$ cat src/rtl/ctx_frame_pkg.sv
package ctx_frame_pkg;

    localparam int          WORD_W      = 32;
    localparam logic [31:0] HEAD_WORD   = 32'h1F18_0000;
    localparam logic [31:0] TAIL_WORD   = 32'h7000_0000;
    localparam logic [2:0]  MODE_POSTINC = 3'd3;
    localparam logic [2:0]  MODE_EXT     = 3'd7;

    typedef enum logic [1:0] {
        ST_IDLE = 2'd0,
        ST_SAVE = 2'd1,
        ST_LOAD = 2'd2
    } cfu_state_t;

    typedef struct packed {
        logic       restore;
        logic [2:0] mode;
        logic [2:0] areg;
    } cfu_req_t;

    // Memory-referencing addressing modes only.
    function automatic logic mode_accepted(input logic [2:0] mode, input logic [2:0] rfield);
        if (mode >= 3'd2 && mode <= 3'd6) return 1'b1;
        if (mode == MODE_EXT && rfield <= 3'd4) return 1'b1;
        return 1'b0;
    endfunction

    // Idle-frame content: marker head, marker tail, zeros between.
    function automatic logic [31:0] frame_word(input int beat, input int last);
        if (beat == 0)    return HEAD_WORD;
        if (beat == last) return TAIL_WORD;
        return '0;
    endfunction

endpackage

$ cat src/rtl/ctx_mode_check.sv
module ctx_mode_check
    import ctx_frame_pkg::*;
(
    input  logic [2:0] mode_i,
    input  logic [2:0] reg_i,
    output logic       ok_o
);
    assign ok_o = mode_accepted(mode_i, reg_i);
endmodule

$ cat src/rtl/ctx_frame_rom.sv
module ctx_frame_rom
    import ctx_frame_pkg::*;
#(
    parameter int FRAME_WORDS = 7,
    parameter int BEAT_W      = 3
) (
    input  logic [BEAT_W-1:0] beat_i,
    output logic [WORD_W-1:0] word_o
);
    always_comb begin
        word_o = frame_word(int'(beat_i), FRAME_WORDS - 1);
    end
endmodule

$ cat src/rtl/ctx_frame_unit.sv
module ctx_frame_unit
    import ctx_frame_pkg::*;
#(
    parameter int ADDR_W      = 32,
    parameter int FRAME_WORDS = 7
) (
    input  logic              clk,
    input  logic              rst,
    input  logic              start_i,
    input  logic              op_restore_i,
    input  logic [ADDR_W-1:0] base_addr_i,
    input  logic [2:0]        ea_mode_i,
    input  logic [2:0]        ea_reg_i,
    output logic              mem_req_o,
    output logic              mem_we_o,
    output logic [ADDR_W-1:0] mem_addr_o,
    output logic [31:0]       mem_wdata_o,
    input  logic [31:0]       mem_rdata_i,
    input  logic              mem_ready_i,
    output logic              done_o,
    output logic              err_o,
    output logic              areg_we_o,
    output logic [2:0]        areg_idx_o,
    output logic [ADDR_W-1:0] areg_val_o
);
    localparam int BEAT_W      = $clog2(FRAME_WORDS);
    localparam int FRAME_BYTES = FRAME_WORDS * (WORD_W / 8);
    localparam logic [BEAT_W-1:0] LAST_BEAT = BEAT_W'(FRAME_WORDS - 1);

    cfu_state_t          state_q;
    cfu_req_t            req_q;
    logic [ADDR_W-1:0]   base_q;
    logic [BEAT_W-1:0]   beat_q;
    logic                done_q, err_q, awe_q;
    logic [ADDR_W-1:0]   aval_q;
    logic                mode_ok;
    logic [WORD_W-1:0]   rom_word;

    ctx_mode_check u_mode (
        .mode_i (ea_mode_i),
        .reg_i  (ea_reg_i),
        .ok_o   (mode_ok)
    );

    ctx_frame_rom #(.FRAME_WORDS(FRAME_WORDS), .BEAT_W(BEAT_W)) u_rom (
        .beat_i (beat_q),
        .word_o (rom_word)
    );

    always_ff @(posedge clk) begin
        if (rst) begin
            state_q <= ST_IDLE;
            req_q   <= '0;
            base_q  <= '0;
            beat_q  <= '0;
            done_q  <= 1'b0;
            err_q   <= 1'b0;
            awe_q   <= 1'b0;
            aval_q  <= '0;
        end else begin
            done_q <= 1'b0;
            err_q  <= 1'b0;
            awe_q  <= 1'b0;
            unique case (state_q)
                ST_IDLE: begin
                    if (start_i) begin
                        req_q  <= '{restore: op_restore_i, mode: ea_mode_i, areg: ea_reg_i};
                        base_q <= base_addr_i;
                        beat_q <= '0;
                        if (!mode_ok) begin
                            done_q <= 1'b1;
                            err_q  <= 1'b1;
                        end else if (op_restore_i) begin
                            state_q <= ST_LOAD;
                        end else begin
                            state_q <= ST_SAVE;
                        end
                    end
                end
                ST_SAVE: begin
                    if (mem_ready_i) begin
                        if (beat_q == LAST_BEAT) begin
                            state_q <= ST_IDLE;
                            done_q  <= 1'b1;
                        end else begin
                            beat_q <= beat_q + 1'b1;
                        end
                    end
                end
                ST_LOAD: begin
                    if (mem_ready_i) begin
                        state_q <= ST_IDLE;
                        done_q  <= 1'b1;
                        if (mem_rdata_i == HEAD_WORD) begin
                            if (req_q.mode == MODE_POSTINC) begin
                                awe_q  <= 1'b1;
                                aval_q <= base_q + ADDR_W'(FRAME_BYTES);
                            end
                        end else if (mem_rdata_i != '0) begin
                            err_q <= 1'b1;
                        end
                    end
                end
                default: state_q <= ST_IDLE;
            endcase
        end
    end

    assign mem_req_o   = (state_q != ST_IDLE);
    assign mem_we_o    = (state_q == ST_SAVE);
    assign mem_addr_o  = base_q + ADDR_W'({beat_q, 2'b00});
    assign mem_wdata_o = (state_q == ST_SAVE) ? rom_word : '0;
    assign done_o      = done_q;
    assign err_o       = err_q;
    assign areg_we_o   = awe_q;
    assign areg_idx_o  = req_q.areg;
    assign areg_val_o  = aval_q;

    // request held stable until accepted
    a_r1_hold_until_ready: assert property (@(posedge clk) disable iff (rst)
        mem_req_o && !mem_ready_i |=> mem_req_o && $stable(mem_addr_o) && $stable(mem_wdata_o));

    // consecutive save beats step by one word
    a_r1_step_word: assert property (@(posedge clk) disable iff (rst)
        mem_req_o && mem_we_o && mem_ready_i && beat_q != LAST_BEAT
        |=> mem_we_o && mem_addr_o == $past(mem_addr_o) + ADDR_W'(4));

    // a restore makes a single access and then releases the port
    a_r3_single_read: assert property (@(posedge clk) disable iff (rst)
        mem_req_o && !mem_we_o && mem_ready_i |=> !mem_req_o);

    // done is a single-cycle pulse
    a_r8_done_pulse: assert property (@(posedge clk) disable iff (rst)
        done_o && !start_i |=> !done_o);

    // error only together with done
    a_r8_err_with_done: assert property (@(posedge clk) disable iff (rst)
        err_o |-> done_o);

    // register update only on a clean completion
    a_r5_awe_clean: assert property (@(posedge clk) disable iff (rst)
        areg_we_o |-> done_o && !err_o);

    // a start while busy leaves the captured base untouched
    a_r9_busy_ignore: assert property (@(posedge clk) disable iff (rst)
        mem_req_o && start_i |=> $stable(base_q));

endmodule

$ cat config.mk
export PLATFORM = sky130hd
export DESIGN_NAME = ctx_frame_unit
export DESIGN_NICKNAME = d
export VERILOG_FILES = /design/src/rtl/ctx_frame_pkg.sv /design/src/rtl/ctx_mode_check.sv /design/src/rtl/ctx_frame_rom.sv /design/src/rtl/ctx_frame_unit.sv
export SDC_FILE = /design/constraint.sdc
export NUM_CORES = 1
export LEC_CHECK = 0
export ABC_AREA = 1
export ABC_CLOCK_PERIOD_IN_PS = 3850
export BUFFER_PORTS_ARGS = -buffer_cell sky130_fd_sc_hd__buf_2
export CAP_MARGIN = 0
export CORE_ASPECT_RATIO = 0.5
export CORE_UTILIZATION = 38
export DETAILED_ROUTE_END_ITERATION = 8
export PLACE_DENSITY = 0.68
export SYNTH_ARGS = -nofsm -noshare
export SYNTH_HDL_FRONTEND = slang
export SYNTH_HIERARCHICAL = 1
export SYNTH_SLANG_ARGS = --single-unit
$ cat constraint.sdc
create_clock -name clk -period 3.85 [get_ports clk]
set_input_delay 0.5775 -clock clk [delete_from_list [all_inputs] [get_ports clk]]
set_output_delay 0.5775 -clock clk [all_outputs]
set_load 0.05 [all_outputs]
Word-level counts from Yosys, hierarchy flattened --
Index checks and enable logic that the tools add are counted.
Operators by class: add/subtract/negate cells 3, order comparisons 3, eq/ne operators 13, multiplexer cells 37, bitwise operators 3, reduce and logical (&&, ||, !) cells 12
Operators with widths (number):
- 32-bit 2-to-1 mux | 5
- 32-bit by 5-bit adder with 32-bit output | 1
- 32-bit by 5-bit adder with 32-bit output, second input constant | 1
- 32-bit by 29-bit equality test with 1-bit output, second input constant | 1
- 32-bit nonzero test | 1
- 1-bit 2-to-1 mux | 19
- 2-bit 2-to-1 mux | 6
- 3-bit 2-to-1 mux | 3
- 2-bit != test, second input constant | 4
- 4-bit AND reduction | 2
- 3-bit by 2-bit equality test with 1-bit output, second input constant | 2
- 3-bit equality test, second input constant | 2
- 3-bit <= comparator, second input constant | 2
- 2-bit case mux with 3 select lines | 1
- 3-bit case mux with 2 select lines | 1
- 5-bit AND reduction | 1
- 2-bit by 1-bit != test with 1-bit output, second input constant | 2
- 2-bit nonzero test | 2
- 4-bit OR reduction | 1
- 3-bit by 1-bit adder with 3-bit output, second input constant | 1
- 3-bit by 2-bit >= comparator with 1-bit output, second input constant | 1
- 3-bit logical NOT | 1
- 1-bit NOT | 3
- 1-bit case mux with 3 select lines | 1
- other kinds (6) | 7
Storage, ports and cells: register bits after elaboration 78, logic and storage cells 80

Logic depth before layout (Yosys ltp) --
depth after elaboration 9, depth in mapped cells 11, gate-level depth less buffers 10

Hierarchy --
Netlist, hierarchy kept.
By module, submodules not included:
- ctx_frame_unit | times used 1, cells an instance 800, area each 4815.9 um^2, seq. area each 1561.5 um^2
- ctx_frame_rom | times used 1, cells an instance 37, area each 249.0 um^2, seq. area each 0.0 um^2
- ctx_mode_check | times used 1, cells an instance 6, area each 26.3 um^2, seq. area each 0.0 um^2

Worst setup path after synthesis --
OpenSTA, ideal clock, no wires.
kind register to output, from register state_q[0], to output mem_wdata_o[19], arrival 2432 ps, required time 3273 ps, slack 841 ps, cell stages (with the launch flop) 6, path through dfxtp_1 inv_1 nor2_1 clkinv_1 clkbuf_1 nor2_1
Between the ends: cells in the longest elaborated chain, start to end 2
RTL lines:
- from (decl) | RTL line ctx_frame_unit.sv:30 | cfu_state_t state_q;
- from (signal assigned) | RTL line ctx_frame_unit.sv:52 | state_q <= ST_IDLE;
- from (signal assigned) | RTL line ctx_frame_unit.sv:74 | state_q <= ST_LOAD;
- from (signal assigned) | RTL line ctx_frame_unit.sv:76 | state_q <= ST_SAVE;
- 2-bit by 1-bit equality test with 1-bit output
- named net mem_we_o | RTL line ctx_frame_unit.sv:15 | output logic mem_we_o,
- 32-bit 2-to-1 mux | RTL line ctx_frame_unit.sv:112 | assign mem_wdata_o = (state_q == ST_SAVE) ? rom_word : '0;
- to (decl) | RTL line ctx_frame_unit.sv:17 | output logic [31:0] mem_wdata_o,
The timed path passes the listed nets, and every way through them passes these cells.

Worst setup path after layout --
from register beat_q[0], to output mem_addr_o[24]
Between the ends: cells in the longest elaborated chain, start to end 1
RTL lines:
- from (decl) | RTL line ctx_frame_unit.sv:33 | logic [BEAT_W-1:0] beat_q;
- from (signal assigned) | RTL line ctx_frame_unit.sv:86 | beat_q <= beat_q + 1'b1;
- 32-bit by 5-bit adder with 32-bit output | RTL line ctx_frame_unit.sv:111 | assign mem_addr_o = base_q + ADDR_W'({beat_q, 2'b00});
- to (decl) | RTL line ctx_frame_unit.sv:16 | output logic [ADDR_W-1:0] mem_addr_o,
Every way passes these cells.

==> metrics.csv <==
stage,metric,value,unit
floorplanning,Total Die Area,13900,um2
clocking,number of cells upsized or downsized after cts,0,
cells_and_area,antenna fix cells,0,
detailed_routing,DR vias,5264,
logic_synthesis,Synth warnings,6,
cells_and_area,"leading cell type in the layout, fill and taps excluded",nand2_1,
logic_synthesis,mapped cell area,5090,um2
floorplanning,Die Y,83.8,um
clocking,clock tree buffer depth,2,
detailed_routing,DRT Wirelength,14.3,mm
timing,Tcrit/Tclk final,0.901,
logic_synthesis,Synth top area share,0.307,
global_routing,first-pass GRT wire length,22.7,mm
setup_path,Setup crit end kind,output port,
logic_synthesis,Synth area leaders,"dfxtp_1 31%, nand2_1 14%, nor2_1 13%, inv_1 9.6%, xor2_1 5.2%",
detailed_routing,DRT iter0 DRCs,266,
cells_and_area,Nets,1059,
placed_design,IO Port Bufs,155,
logic_synthesis,syn_area_per_cell,6.04,um2
setup_path,Worst EP arrival,2.89,ns
setup_path,"Data required, critical path",3.27,ns
run,Max Cap Viol,0,
setup_path,critical path's most frequent cell,nand2_1,
global_routing,largest net degree at the start of global routing,41,
detailed_routing,Wirelength per Cell,12.4,um
clocking,worst skew pair latency,0.35,ns
hold_path,Hold Path Class,reg2reg,
timing,fin crit period,3.47,ns
setup_path,Crit Path Category,reg2out,
clocking,number of setup buffers added after CTS,0,
timing,final hold slack,0.453,ns
timing,Max-slew headroom,0.373,
placed_design,placer congestion estimate,0.923,
timing,final setup TNS,0,ns
setup_path,CP startpoint kind,flop,
timing,max-slew violations,0,
clocking,CTS tree,built,
global_routing,initial antenna violation count,0,
setup_path,Critical path buffers and inverters,2,
clocking,Root Buffer,clkbuf_16,
timing,final hold violations,0,
pwr,power per cell area,409,nW/um2
logic_synthesis,Synth Instances,843,
logic_synthesis,Netlist cell types,27,
status,failing checks,DRC,
timing,maximum clock rate,288,MHz
pwr,Worst VDD drop,0.000174,V
setup_path,worst-path fanout max,5,
floorplanning,I/O pin cnt,179,
timing,Final setup viols,0,
cells_and_area,most frequent cells in the layout,"191 x nand2_1, 183 x nor2_1, 155 x buf_2, 129 x inv_1, 78 x dfxtp_1",
clocking,CTS H-tree lvls,3,
setup_path,CP max stage cell,o21ai_1,
logic_synthesis,number of synthesized register bits,78,
detailed_routing,DRC,12,
clocking,Clock Pin Slew Worst Setup and Hold Paths,0.07,ns
logic_synthesis,"area leader, netlist",dfxtp_1,
timing,Worst Tran Pin Value,0.937,ns
placed_design,HPWL after DPL,11.2,mm
detailed_routing,Vias/cell,4.57,
cells_and_area,Fill cells,1348,
logic_synthesis,sequential share of the synthesized area,0.307,
floorplanning,Initial Utilization,0.395,
detailed_routing,TritonRoute pass-1 iters,6,
global_routing,grt total ovfl,0,
detailed_routing,number of antenna-violating nets in the routed design,0,
status,status,"complete, but fails checks",
global_routing,Global Route Usage Sum,0.207,
clocking,clk sinks,78,
timing,clock skew,0.00810,ns
floorplanning,cell row count,29,
cells_and_area,ratio of cells with drive above 1 in the final layout,0.195,
setup_path,critical path cell sequence,"ha_1, inv_1, fa_1, o21ai_1, nand2_1, nor2_1, nand2_1, xor2_1, buf_2",
clocking,hold_buf cts,0,
setup_path,top cell family by delay on the critical path,simple AND/OR/NAND/NOR gates,
pwr,Static Leak,0.00324,uW
floorplanning,core area,12900,um2
setup_path,max incr delay on CP,0.43,ns
global_routing,number of global-route vias before repair,4672,
timing,RSZ-0062 raised after global routing,false,
floorplanning,Horiz. Die Dim,166,um
clocking,Num CTS Buffers,9,
cells_and_area,Area Overhead vs Synth,20.9,%
registers in the layout, indices dropped and copies added, names as in the netlist:
| name | cells |
|---|---|
| done_o | 1 |
| beat_q | 3 |
| err_o | 1 |
| areg_we_o | 1 |
| base_q | 32 |
| req_q | 3 |
| areg_idx_o | 3 |
| areg_val_o | 32 |
| state_q | 2 |
per-layer routing:
| metal | GRT usage | vias up | part of all wire |
|---|---|---|---|
| met5 | 0 | - | 0 |
| met4 | 0.0527 | 0 | 0.010 |
| met3 | 0.0517 | 13 | 0.068 |
| met2 | 0.348 | 163 | 0.45 |
| met1 | 0.265 | 2326 | 0.47 |
| li1 | - | 2762 | - |
final timing paths:
| kind | slack, ns | from | endpoint | cells after the start |
|---|---|---|---|---|
| worst max-delay path | 0.38 | beat_q[0] | mem_addr_o[24] | 9 |
| worst min-delay path | 0.45 | req_q[5] | req_q[5] | 2 |
| worst max register to register | 1.67 | state_q[0] | areg_val_o[28] | 8 |
| worst min register to register | 0.45 | req_q[5] | req_q[5] | 2 |
area by class of cell:
class,count,area [um2],share of cell area
Timing Repair Buffer,160,826,0.134
Clock inverter,7,76.3,0.0124
Multi-Input combinational cell,595,2760,0.448
Tap cell,170,213,0.0346
Inverter,133,499,0.0811
Sequential cell,78,1560,0.254
Clock buffer,9,225,0.0366
power by group:
part           total, uW  internal (uW)  switching [uW]
clock network        863            462             401
registers            926            863            63.8
logic                726            176             550
total               2520           1500            1010
per-stage QoR:
stage / setup slack [ns] / total power, uW / instances / area [um2] / util
finish: 0.381 / 2520 / 1152 / 6160 / 0.478
global route: 0.157 / 2640 / 1152 / 6160 / 0.478
CTS: 0.435 / 2530 / 1152 / 6160 / 0.478
detailed placement: 0.822 / 1670 / 1136 / 5850 / 0.454
global placement: 0.911 / 1660 / 1136 / 5850 / 0.454
floorplan: 0.841 / 1530 / 865 / 5170 / -
synth_stat cells (all sizes together):
| cell | n |
|---|---|
| fa | 1 |
| xor2 | 30 |
| a21oi | 34 |
| nand3 | 38 |
| ha | 6 |
| nor3b | 1 |
| clkbuf | 18 |
| and3 | 1 |
| and2 | 1 |
| nand4 | 10 |
| buf | 41 |
| nor3 | 3 |
| nor2 | 194 |
| dfxtp | 78 |
| o22ai | 1 |
| conb | 1 |
| xnor2 | 9 |
| inv | 130 |
| clkinv | 3 |
| o21ai | 49 |
| nand2 | 194 |
worst register-to-register path: cells and delay by family, from the launching register on:
| family | cells | cell delay (ns) |
|---|---|---|
| buffers and inverters | 3 | 0.20 |
| and+or+nand+nor | 5 | 1.56 |
| DFF | 1 | 0.32 |
cells by family (layout without fill, tap and decap cells):
group / count (synthesis) / count (layout) / synth area share
and+or+nand+nor: 442 / 442 / 0.356
AOI/OAI and AO/OA: 84 / 84 / 0.0828
adders and majority gates: 7 / 7 / 0.0187
buffers and inverters: 192 / 309 / 0.168
xor gates and xnor gates: 39 / 39 / 0.0671
DFF: 78 / 78 / 0.307
other: 1 / 23 / 0.000737
Power figures use the tool's default switching activity.
